==> config.mk <==
export PLATFORM = sky130hd
export DESIGN_NAME = tdm_bit_link
export DESIGN_NICKNAME = d
export VERILOG_FILES = /design/src/rtl/tdm_bit_link.sv
export SDC_FILE = /design/constraint.sdc
export NUM_CORES = 1
export LEC_CHECK = 0
export BUFFER_PORTS_ARGS = -buffer_cell sky130_fd_sc_hd__buf_2
export CORE_MARGIN = 1.5
export CORE_UTILIZATION = 35
export DETAILED_ROUTE_END_ITERATION = 7
export SKIP_LAST_GASP = 1
export SLEW_MARGIN = 10
export SYNTH_ARGS = -nofsm -noshare
export SYNTH_HDL_FRONTEND = slang
export SYNTH_SLANG_ARGS = --single-unit
==> constraint.sdc <==
create_clock -name clk -period 4.6 [get_ports clk]
set_input_delay 0 -clock clk [delete_from_list [all_inputs] [get_ports clk]]
set_output_delay 0 -clock clk [all_outputs]
set_load 0.02 [all_outputs]
==> src/rtl/tdm_bit_link.sv <==
module tdm_bit_link #(
  parameter int CNT_W   = 28,
  parameter int TAP_LSB = 25
) (
  input  logic       clk,
  input  logic       rst,
  input  logic [7:0] sw_in,
  output logic [2:0] slot_addr,
  output logic       line_mon,
  output logic [7:0] led_out
);
  localparam int ADDR_W = 3;
  localparam int LANES  = 1 << ADDR_W;

  logic [CNT_W-1:0] div_cnt;

  always_ff @(posedge clk) begin
    if (rst) div_cnt <= '0;
    else     div_cnt <= div_cnt + 1'b1;
  end

  assign slot_addr = div_cnt[TAP_LSB +: ADDR_W];
  assign line_mon  = sw_in[slot_addr];

  for (genvar k = 0; k < LANES; k++) begin : g_strobe
    assign led_out[k] = line_mon && (slot_addr == ADDR_W'(k));
  end

  a_r1_clear: assert property (@(posedge clk) rst |=> (slot_addr == '0));

  a_r2_step: assert property (@(posedge clk) disable iff (rst)
    (!$past(rst) && ($past(div_cnt) != '1)) |-> (div_cnt == $past(div_cnt) + 1'b1));

  a_r6_wrap: assert property (@(posedge clk) disable iff (rst)
    (!$past(rst) && ($past(div_cnt) == '1)) |-> (div_cnt == '0));

  a_r4_onehot: assert property (@(posedge clk) disable iff (rst) $onehot0(led_out));

  a_r4_slot: assert property (@(posedge clk) disable iff (rst)
    (led_out != '0) |-> led_out[slot_addr]);

  a_r3_line: assert property (@(posedge clk) disable iff (rst)
    ((|led_out) == line_mon));
endmodule

==> results of run 1 <==
[synthesized netlist by cell type (all sizes together), types with 6 or more instances]
master and instances:
dfxtp 28, nand3 9, nand2 11, buf 7
and4 6, o31ai 10, nand4 7, clkbuf 8
xor2 8, or4 10, a21oi 13, nor2 14
[routing by layer]
metal / track usage / part of all wire / vias to the layer above / routed length (um)
li1: - / - / 635 / -
met2: 0.275 / 0.52 / 36 / 1600
met5: 0 / 0 / - / 0
met4: 0.0408 / 0.0061 / 0 / 19
met1: 0.162 / 0.43 / 598 / 1340
met3: 0.0250 / 0.044 / 2 / 136
[kinds of logic after synthesis]
logic type,Yosys count
flops,28
simple gates,77
xor+xnor,11
compound gates,26
fa+ha+maj,1
mux,5
buf+inv,16
[worst max-delay path: stages (launching register included)]
cell     delay (ns)
dfxtp_1        0.42
and4_1         0.29
nand4_2        0.44
nor4_1         0.44
mux2_2         0.38
[cell type report]
cell class | count | area [um^2] | share of cell area
multi-input cells | 120 | 808 | 0.507
flip-flops and latches | 28 | 561 | 0.351
repair buffers | 21 | 105 | 0.0659
well taps | 50 | 62.6 | 0.0392
clock buffers | 4 | 55.1 | 0.0345
inverters | 1 | 3.75 | 0.00235
[worst paths after layout]
check	slack, ns	depth (start not counted)	startpoint	end
worst min-delay path	0.18	2	rst	div_cnt[12]
worst max-delay path	2.51	4	div_cnt[8]	div_cnt[27]
worst max register to register	2.51	4	div_cnt[8]	div_cnt[27]
worst min register to register	0.48	1	div_cnt[0]	div_cnt[0]
[power by group through the flow]
stage	logic, uW	registers [uW]	clock network (uW)
6_report	16.2	247	151
3_5_place_dp	16.5	252	0
3_3_place_gp	15.7	252	0
5_1_grt	18.1	247	166
4_1_cts	16.5	247	155
2_1_floorplan	9.81	252	0
[through the flow]
| step | cell area, um^2 | util |
|---|---|---|
| floorplan | 1450 | - |
| global placement | 1540 | 0.385 |
| detailed placement | 1540 | 0.385 |
| CTS | 1600 | 0.399 |
| global route | 1600 | 0.399 |
| finish | 1600 | 0.399 |
==> impl_metrics.ini, run 1 <==
[grt]
grt_max_degree = 31
antenna_found_initial = 0
grt_pass1_wl_um = 5020
grt_pass1_vias = 1172
grt.total_usage = 0.144
grt_overflow = 0

[die]
dieArea_um2 = 4540
num_io_pins = 22
fp.coreArea_um2 = 4000
die_y_um = 67.4
num_rows = 23
fp.dieW_um = 67.4
start_util = 0.363

[synthesis]
syn_area_um2 = 1450
synth_edf_count = 0
async_flop_share = 0
ys_top_cells_by_area = dfxtp_1, o31ai_1, or4_1
synth.mux.area_fraction = 0.0543
ys.flop_type = dfxtp_1
synth_top_area_share = 0.386
synth_seq_cells = 28
syn_inst = 164
synth-xor-area-share = 0.0664
yosysUniqueCellTypes = 31
synth_largest_area_cell = dfxtp_1
synth_top_family_by_area = simple AND/OR/NAND/NOR gates
synth_warnings = 0
syn_nets = 175
synth_area_per_cell_um2 = 8.85
synth_simple_gate_area_frac = 0.321
synthAdderAreaFrac = 0.00862
synth_compound_area_frac = 0.107
ys_seq_area_frac = 0.386

[routing]
routedWlPerCell_um = 13.8
viasPerCell = 5.67
drc = 0
drtPass1Iterations = 4
wl_um = 3090
vias = 1271
drtIter0Drc = 49
ant_nets = 0

[worst_setup_path]
worstSetupPathType = reg -> reg
start_kind = flip-flop
crit_fanout = 24
required_ns = 4.76
crit_arrival_ns = 2.25
cp-end-kind = flip-flop

[final_layout]
n_fill_cell = 387
nNetsFinal = 186
diodes = 0
mostFrequentLayoutCells = dfxtp_1, buf_2, nor2_1
final_cells = 224
final_common_cell = dfxtp_1
regMostFlops = div_cnt
largest_reg_flops = 28
drive_gt1_frac = 0.195
top_regs = div_cnt x28
syn_to_final_growth_pct = 9.91

[run]
cap_violations = 0

[placed_design]
dp_hpwl_um = 2150
portBuffers = 21
pre_cts_ws_ns = 2.57
placedCellCount = 220
place_congestion = 0.710

[clock_tree]
postCtsSetupBuffers = 0
cts.sinks = 28
cts_hold_buffers = 0
cts_made_buffers = 3
cts_tree = yes
clkTransAtPathRegs_ns = 0.10
clock_latency_ns = 0.27
root_buffer = clkbuf_8
htree_levels = 1
cts_buffer_depth = 2
post_cts_resized = 0

[sta]
tns_ns = 0
fmax_ghz = 0.479
period_needed_ns = 2.09
hold_viol = 0
finalClockSkew_ns = 0.0107
finalCritPeriodShare = 0.454
finalWorstSetupSlack_ns = 2.51
setup_viol_count_final = 0
max-slew-margin-rel = 0.655
holdWs_ns = 0.176
worst_pin_slew_ns = 0.517
drv_slew = 0
rsz0062_at_grt = no

[pwr]
finalPower_uw = 414
cellInternalPower_uw = 328
p_leak_uw = 0.000568
combPwrFrac = 0.039
netSwitchingPower_uw = 85.4
max-vdd-ir-drop_mv = 0.148
power_frac_clock = 0.365
p_per_area_nw_per_um2 = 259
seqPwrFrac = 0.596
power.switching_fraction = 0.206

[min_path]
hp-class = in -> reg

[run_status]
status = completed
No activity file was read; power rests on OpenSTA's default activity.
==> inputs of run 2 (changes only) <==
==> constraint.sdc (replaced) <==
create_clock -name clk -period 1.9 [get_ports clk]
set_input_delay 0 -clock clk [delete_from_list [all_inputs] [get_ports clk]]
set_output_delay 0 -clock clk [all_outputs]
set_load 0.02 [all_outputs]
==> impl_metrics.ini, run 2 (synthesized netlist as in run 1, its figures left out) <==
[placed_design]
portBuffers = 21
place_congestion = 0.713
dp_hpwl_um = 2190

[worst_setup_path]
reg2reg_slack_ns = 0.15
cp-end-kind = output port
reg2reg_from = div_cnt[4]
crit_fanout = 15
start_kind = flip-flop
worstSetupPathType = reg -> out
reg2reg_depth = 5
crit_arrival_ns = 1.75
timing.rr.end = div_cnt[17]
required_ns = 1.90

[grt]
use_met3 = 0.0167
grtUsageMet1 = 0.152
grt_overflow = 0
gr-usage-met2 = 0.277
top_usage_layer = met2
grt.total_usage = 0.143
grt_pass1_wl_um = 4980
grt_max_degree = 31
antenna_found_initial = 0
grt_pass1_vias = 1191

[routing]
ant_nets = 0
routedWlPerCell_um = 13.5
drtIter0Drc = 34
drtPass1Iterations = 4
vias = 1263
viasPerCell = 5.52
drc = 0
wl_um = 3090

[die]
fp.dieW_um = 67.4
fp.coreArea_um2 = 4000
dieArea_um2 = 4540
die_y_um = 67.4
num_rows = 23
start_util = 0.363
num_io_pins = 22

[sta]
finalCritPeriodShare = 0.922
drv_slew = 0
max-slew-margin-rel = 0.627
setup_viol_count_final = 0
rsz0062_at_grt = no
hold_viol = 0
tns_ns = 0
finalClockSkew_ns = 0.00456
fmax_ghz = 0.571
worst_pin_slew_ns = 0.559
period_needed_ns = 1.75

[final_layout]
seq_area_um2 = 562
top_regs = div_cnt x28
n_fill_cell = 404
multi_input_area_um2 = 808
diodes = 0
mostFrequentLayoutCells = dfxtp_1, buf_2, nor2_1
nNetsFinal = 192
syn_to_final_growth_pct = 13.0
final_common_cell = dfxtp_1
drive_gt1_frac = 0.223
largest_reg_flops = 28
regMostFlops = div_cnt

[clock_tree]
cts_buffer_depth = 2
cts_tree = yes
clkTransAtPathRegs_ns = 0.09
cts.sinks = 28
clock_latency_ns = 0.27
root_buffer = clkbuf_8
cts_hold_buffers = 0
htree_levels = 1
cts_made_buffers = 3

[run]
cap_violations = 0

[pwr]
max-vdd-ir-drop_mv = 0.309
finalPower_uw = 959
p_leak_uw = 0.000596
p_per_area_nw_per_um2 = 585

[min_path]
min-delay-start = rst
hp-class = in -> reg
hold-path-endpoint = div_cnt[3]
whs_path_depth = 2

[run_status]
status = completed
run 2: cell types whose count changed in the layout (fill, tap and decap cells not counted), sizes merged:
| cell | delta |
|---|---|
| buf | +6 |
| clkbuf | -1 |
run 2: layout make-up:
cell class                 instances  share of cell area
clock buffer                       3              0.0252
inverter                           1             0.00229
multi-input combinational        120               0.493
sequential                        28               0.342
tap                               50              0.0381
timing repair buffer              27              0.0992
run 2: worst max path at each step:
stage	startpoint	end	slack, ns	cells after the start
CTS	div_cnt[25]	line_mon	0.12	3
floorplan	div_cnt[0]	div_cnt[26]	0.16	6
global route	div_cnt[0]	div_cnt[22]	0.03	5
global placement	div_cnt[15]	div_cnt[25]	0.21	4
finish	div_cnt[25]	line_mon	0.15	3
detailed placement	div_cnt[0]	div_cnt[22]	0.17	5
run 2: layer usage:
metal  wire (um)  part of all wire
met1        1360              0.44
met2        1560              0.50
met3         148             0.048
met4          20            0.0065
met5           0                 0
run 2: what timing repair did:
item                       in CTS  in global routing
hold endpoints to repair        0                  0
buffers inserted                0                  0
setup endpoints to repair       1                  0
gates resized for setup         1                  0
run 2: metrics by stage:
step	util	setup slack, ns	cell area, um^2	cells	hold WS, ns
after CTS	0.410	0.125	1640	229	0.191
after global placement	0.399	0.209	1600	226	0.338
after floorplan	-	0.158	1450	164	0.136
after global routing	0.410	0.0326	1640	229	0.214
final	0.410	0.149	1640	229	0.197
after detailed placement	0.399	0.166	1600	226	0.343
run 2: power by group:
| group | switching, uW | total [uW] | internal (uW) |
|---|---|---|---|
| sequential | 5.17 | 597 | 592 |
| clock | 179 | 321 | 142 |
| combinational | 22.8 | 40.9 | 18.1 |
run 2: critical path, cell delays in order (launching register included):
cell	delay (ns)
dfxtp_2	0.50
mux4_2	0.55
mux2_2	0.27
buf_2	0.16
==> inputs of run 3 (changes only) <==
--- a/config.mk
+++ b/config.mk
@@ -5,7 +5,7 @@
 export SDC_FILE = /design/constraint.sdc
 export NUM_CORES = 1
 export LEC_CHECK = 0
-export BUFFER_PORTS_ARGS = -buffer_cell sky130_fd_sc_hd__buf_2
+export BUFFER_PORTS_ARGS = -buffer_cell sky130_fd_sc_hd__buf_4
 export CORE_MARGIN = 1.5
 export CORE_UTILIZATION = 35
 export DETAILED_ROUTE_END_ITERATION = 7
==> impl_metrics.ini, run 3 (synthesized netlist as in run 1, its figures left out) <==
[clock_tree]
cts.sinks = 28
clock_latency_ns = 0.28
htree_levels = 1
post_cts_resized = 0
cts_made_buffers = 3
cts_buffer_depth = 2
cts_tree = yes
cts_hold_buffers = 0
clkTransAtPathRegs_ns = 0.09
root_buffer = clkbuf_8
postCtsSetupBuffers = 0

[grt]
grt_pass1_vias = 1203
grt_overflow = 0
grt.total_usage = 0.152
grt_max_degree = 31
grt_pass1_wl_um = 5340
antenna_found_initial = 0

[routing]
drtIter0Drc = 49
viasPerCell = 5.57
drc = 0
vias = 1303
routedWlPerCell_um = 13.5
ant_nets = 0
drtPass1Iterations = 4
wl_um = 3160

[pwr]
netSwitchingPower_uw = 203
finalPower_uw = 962
power_frac_clock = 0.331
combPwrFrac = 0.048
seqPwrFrac = 0.620
power.switching_fraction = 0.211
p_leak_uw = 0.000630
cellInternalPower_uw = 759
p_per_area_nw_per_um2 = 557
max-vdd-ir-drop_mv = 0.286

[sta]
rsz0062_at_grt = no
holdWs_ns = 0.0885
finalClockSkew_ns = 0.00527
worst_pin_slew_ns = 0.437
finalCritPeriodShare = 0.944
max-slew-margin-rel = 0.708
period_needed_ns = 1.79
fmax_ghz = 0.558
setup_viol_count_final = 0
hold_viol = 0
drv_slew = 0
tns_ns = 0

[die]
fp.coreArea_um2 = 4000
die_y_um = 67.4
fp.dieW_um = 67.4
start_util = 0.363
num_rows = 23
dieArea_um2 = 4540
num_io_pins = 22

[final_layout]
fin_util = 0.432
regMostFlops = div_cnt
largest_reg_flops = 28
syn_to_final_growth_pct = 19.0
n_fill_cell = 400
diodes = 0
mostFrequentLayoutCells = buf_4, dfxtp_1, nor2_1
nNetsFinal = 197
top_regs = div_cnt x28
drive_gt1_frac = 0.245
final_common_cell = buf_4

[worst_setup_path]
max_stage_delay_ns = 0.54
reg2reg_slack_ns = 0.12
critical-path-slowest-cell = dfxtp_1
path_cells = mux4_2 > mux2_2 > buf_4
start_kind = flip-flop
crit_arrival_ns = 1.79
cp-end-kind = output port
worstSetupPathType = reg -> out
crit_fanout = 11
required_ns = 1.90

[placed_design]
dp_hpwl_um = 2330
portBuffers = 21
place_congestion = 0.829

[run_status]
status = completed

[run]
cap_violations = 0

[min_path]
hp-class = in -> reg
run 3: through the flow:
step | instances | area, um^2 | setup WS (ns)
finish | 234 | 1730 | 0.107
global route | 234 | 1730 | 0.00358
CTS | 234 | 1720 | 0.0562
detailed placement | 231 | 1680 | 0.0812
global placement | 231 | 1680 | 0.138
floorplan | 164 | 1450 | 0.158
run 3: critical path, delay by kind of cell, from the launching register on:
family                 cells  cell delay (ns)
buffers and inverters      1             0.16
flip-flops                 1             0.54
multiplexers               2             0.82
run 3: power by group through the flow:
stage               combinational, uW  clock [uW]  sequential [uW]
floorplan                        23.7           0              609
global placement                 44.5           0              610
detailed placement               47.3           0              611
CTS                              47.5         338              597
global route                     51.7         353              598
finish                           46.5         319              597
run 3: layout make-up:
class                           count  area, um^2  share of cell area
Multi-Input combinational cell    120         818               0.474
Tap cell                           50        62.6              0.0362
Clock buffer                        3        41.3              0.0239
Timing Repair Buffer               32         240               0.139
Sequential cell                    28         561               0.325
Inverter                            1        3.75             0.00217
run 3: final timing paths:
path,start,endpoint,depth (start not counted)
max,div_cnt[25],line_mon,3
min,rst,div_cnt[12],2
max reg2reg,div_cnt[11],div_cnt[16],6
min reg2reg,div_cnt[0],div_cnt[0],1
run 3: per-layer routing:
layer	GRT usage	share of wire	routed length (um)	vias up
met5	0	0	0	-
met4	0.0536	0.015	46	0
met3	0.0250	0.053	167	5
met2	0.270	0.50	1570	29
met1	0.185	0.43	1370	619
li1	-	-	-	650
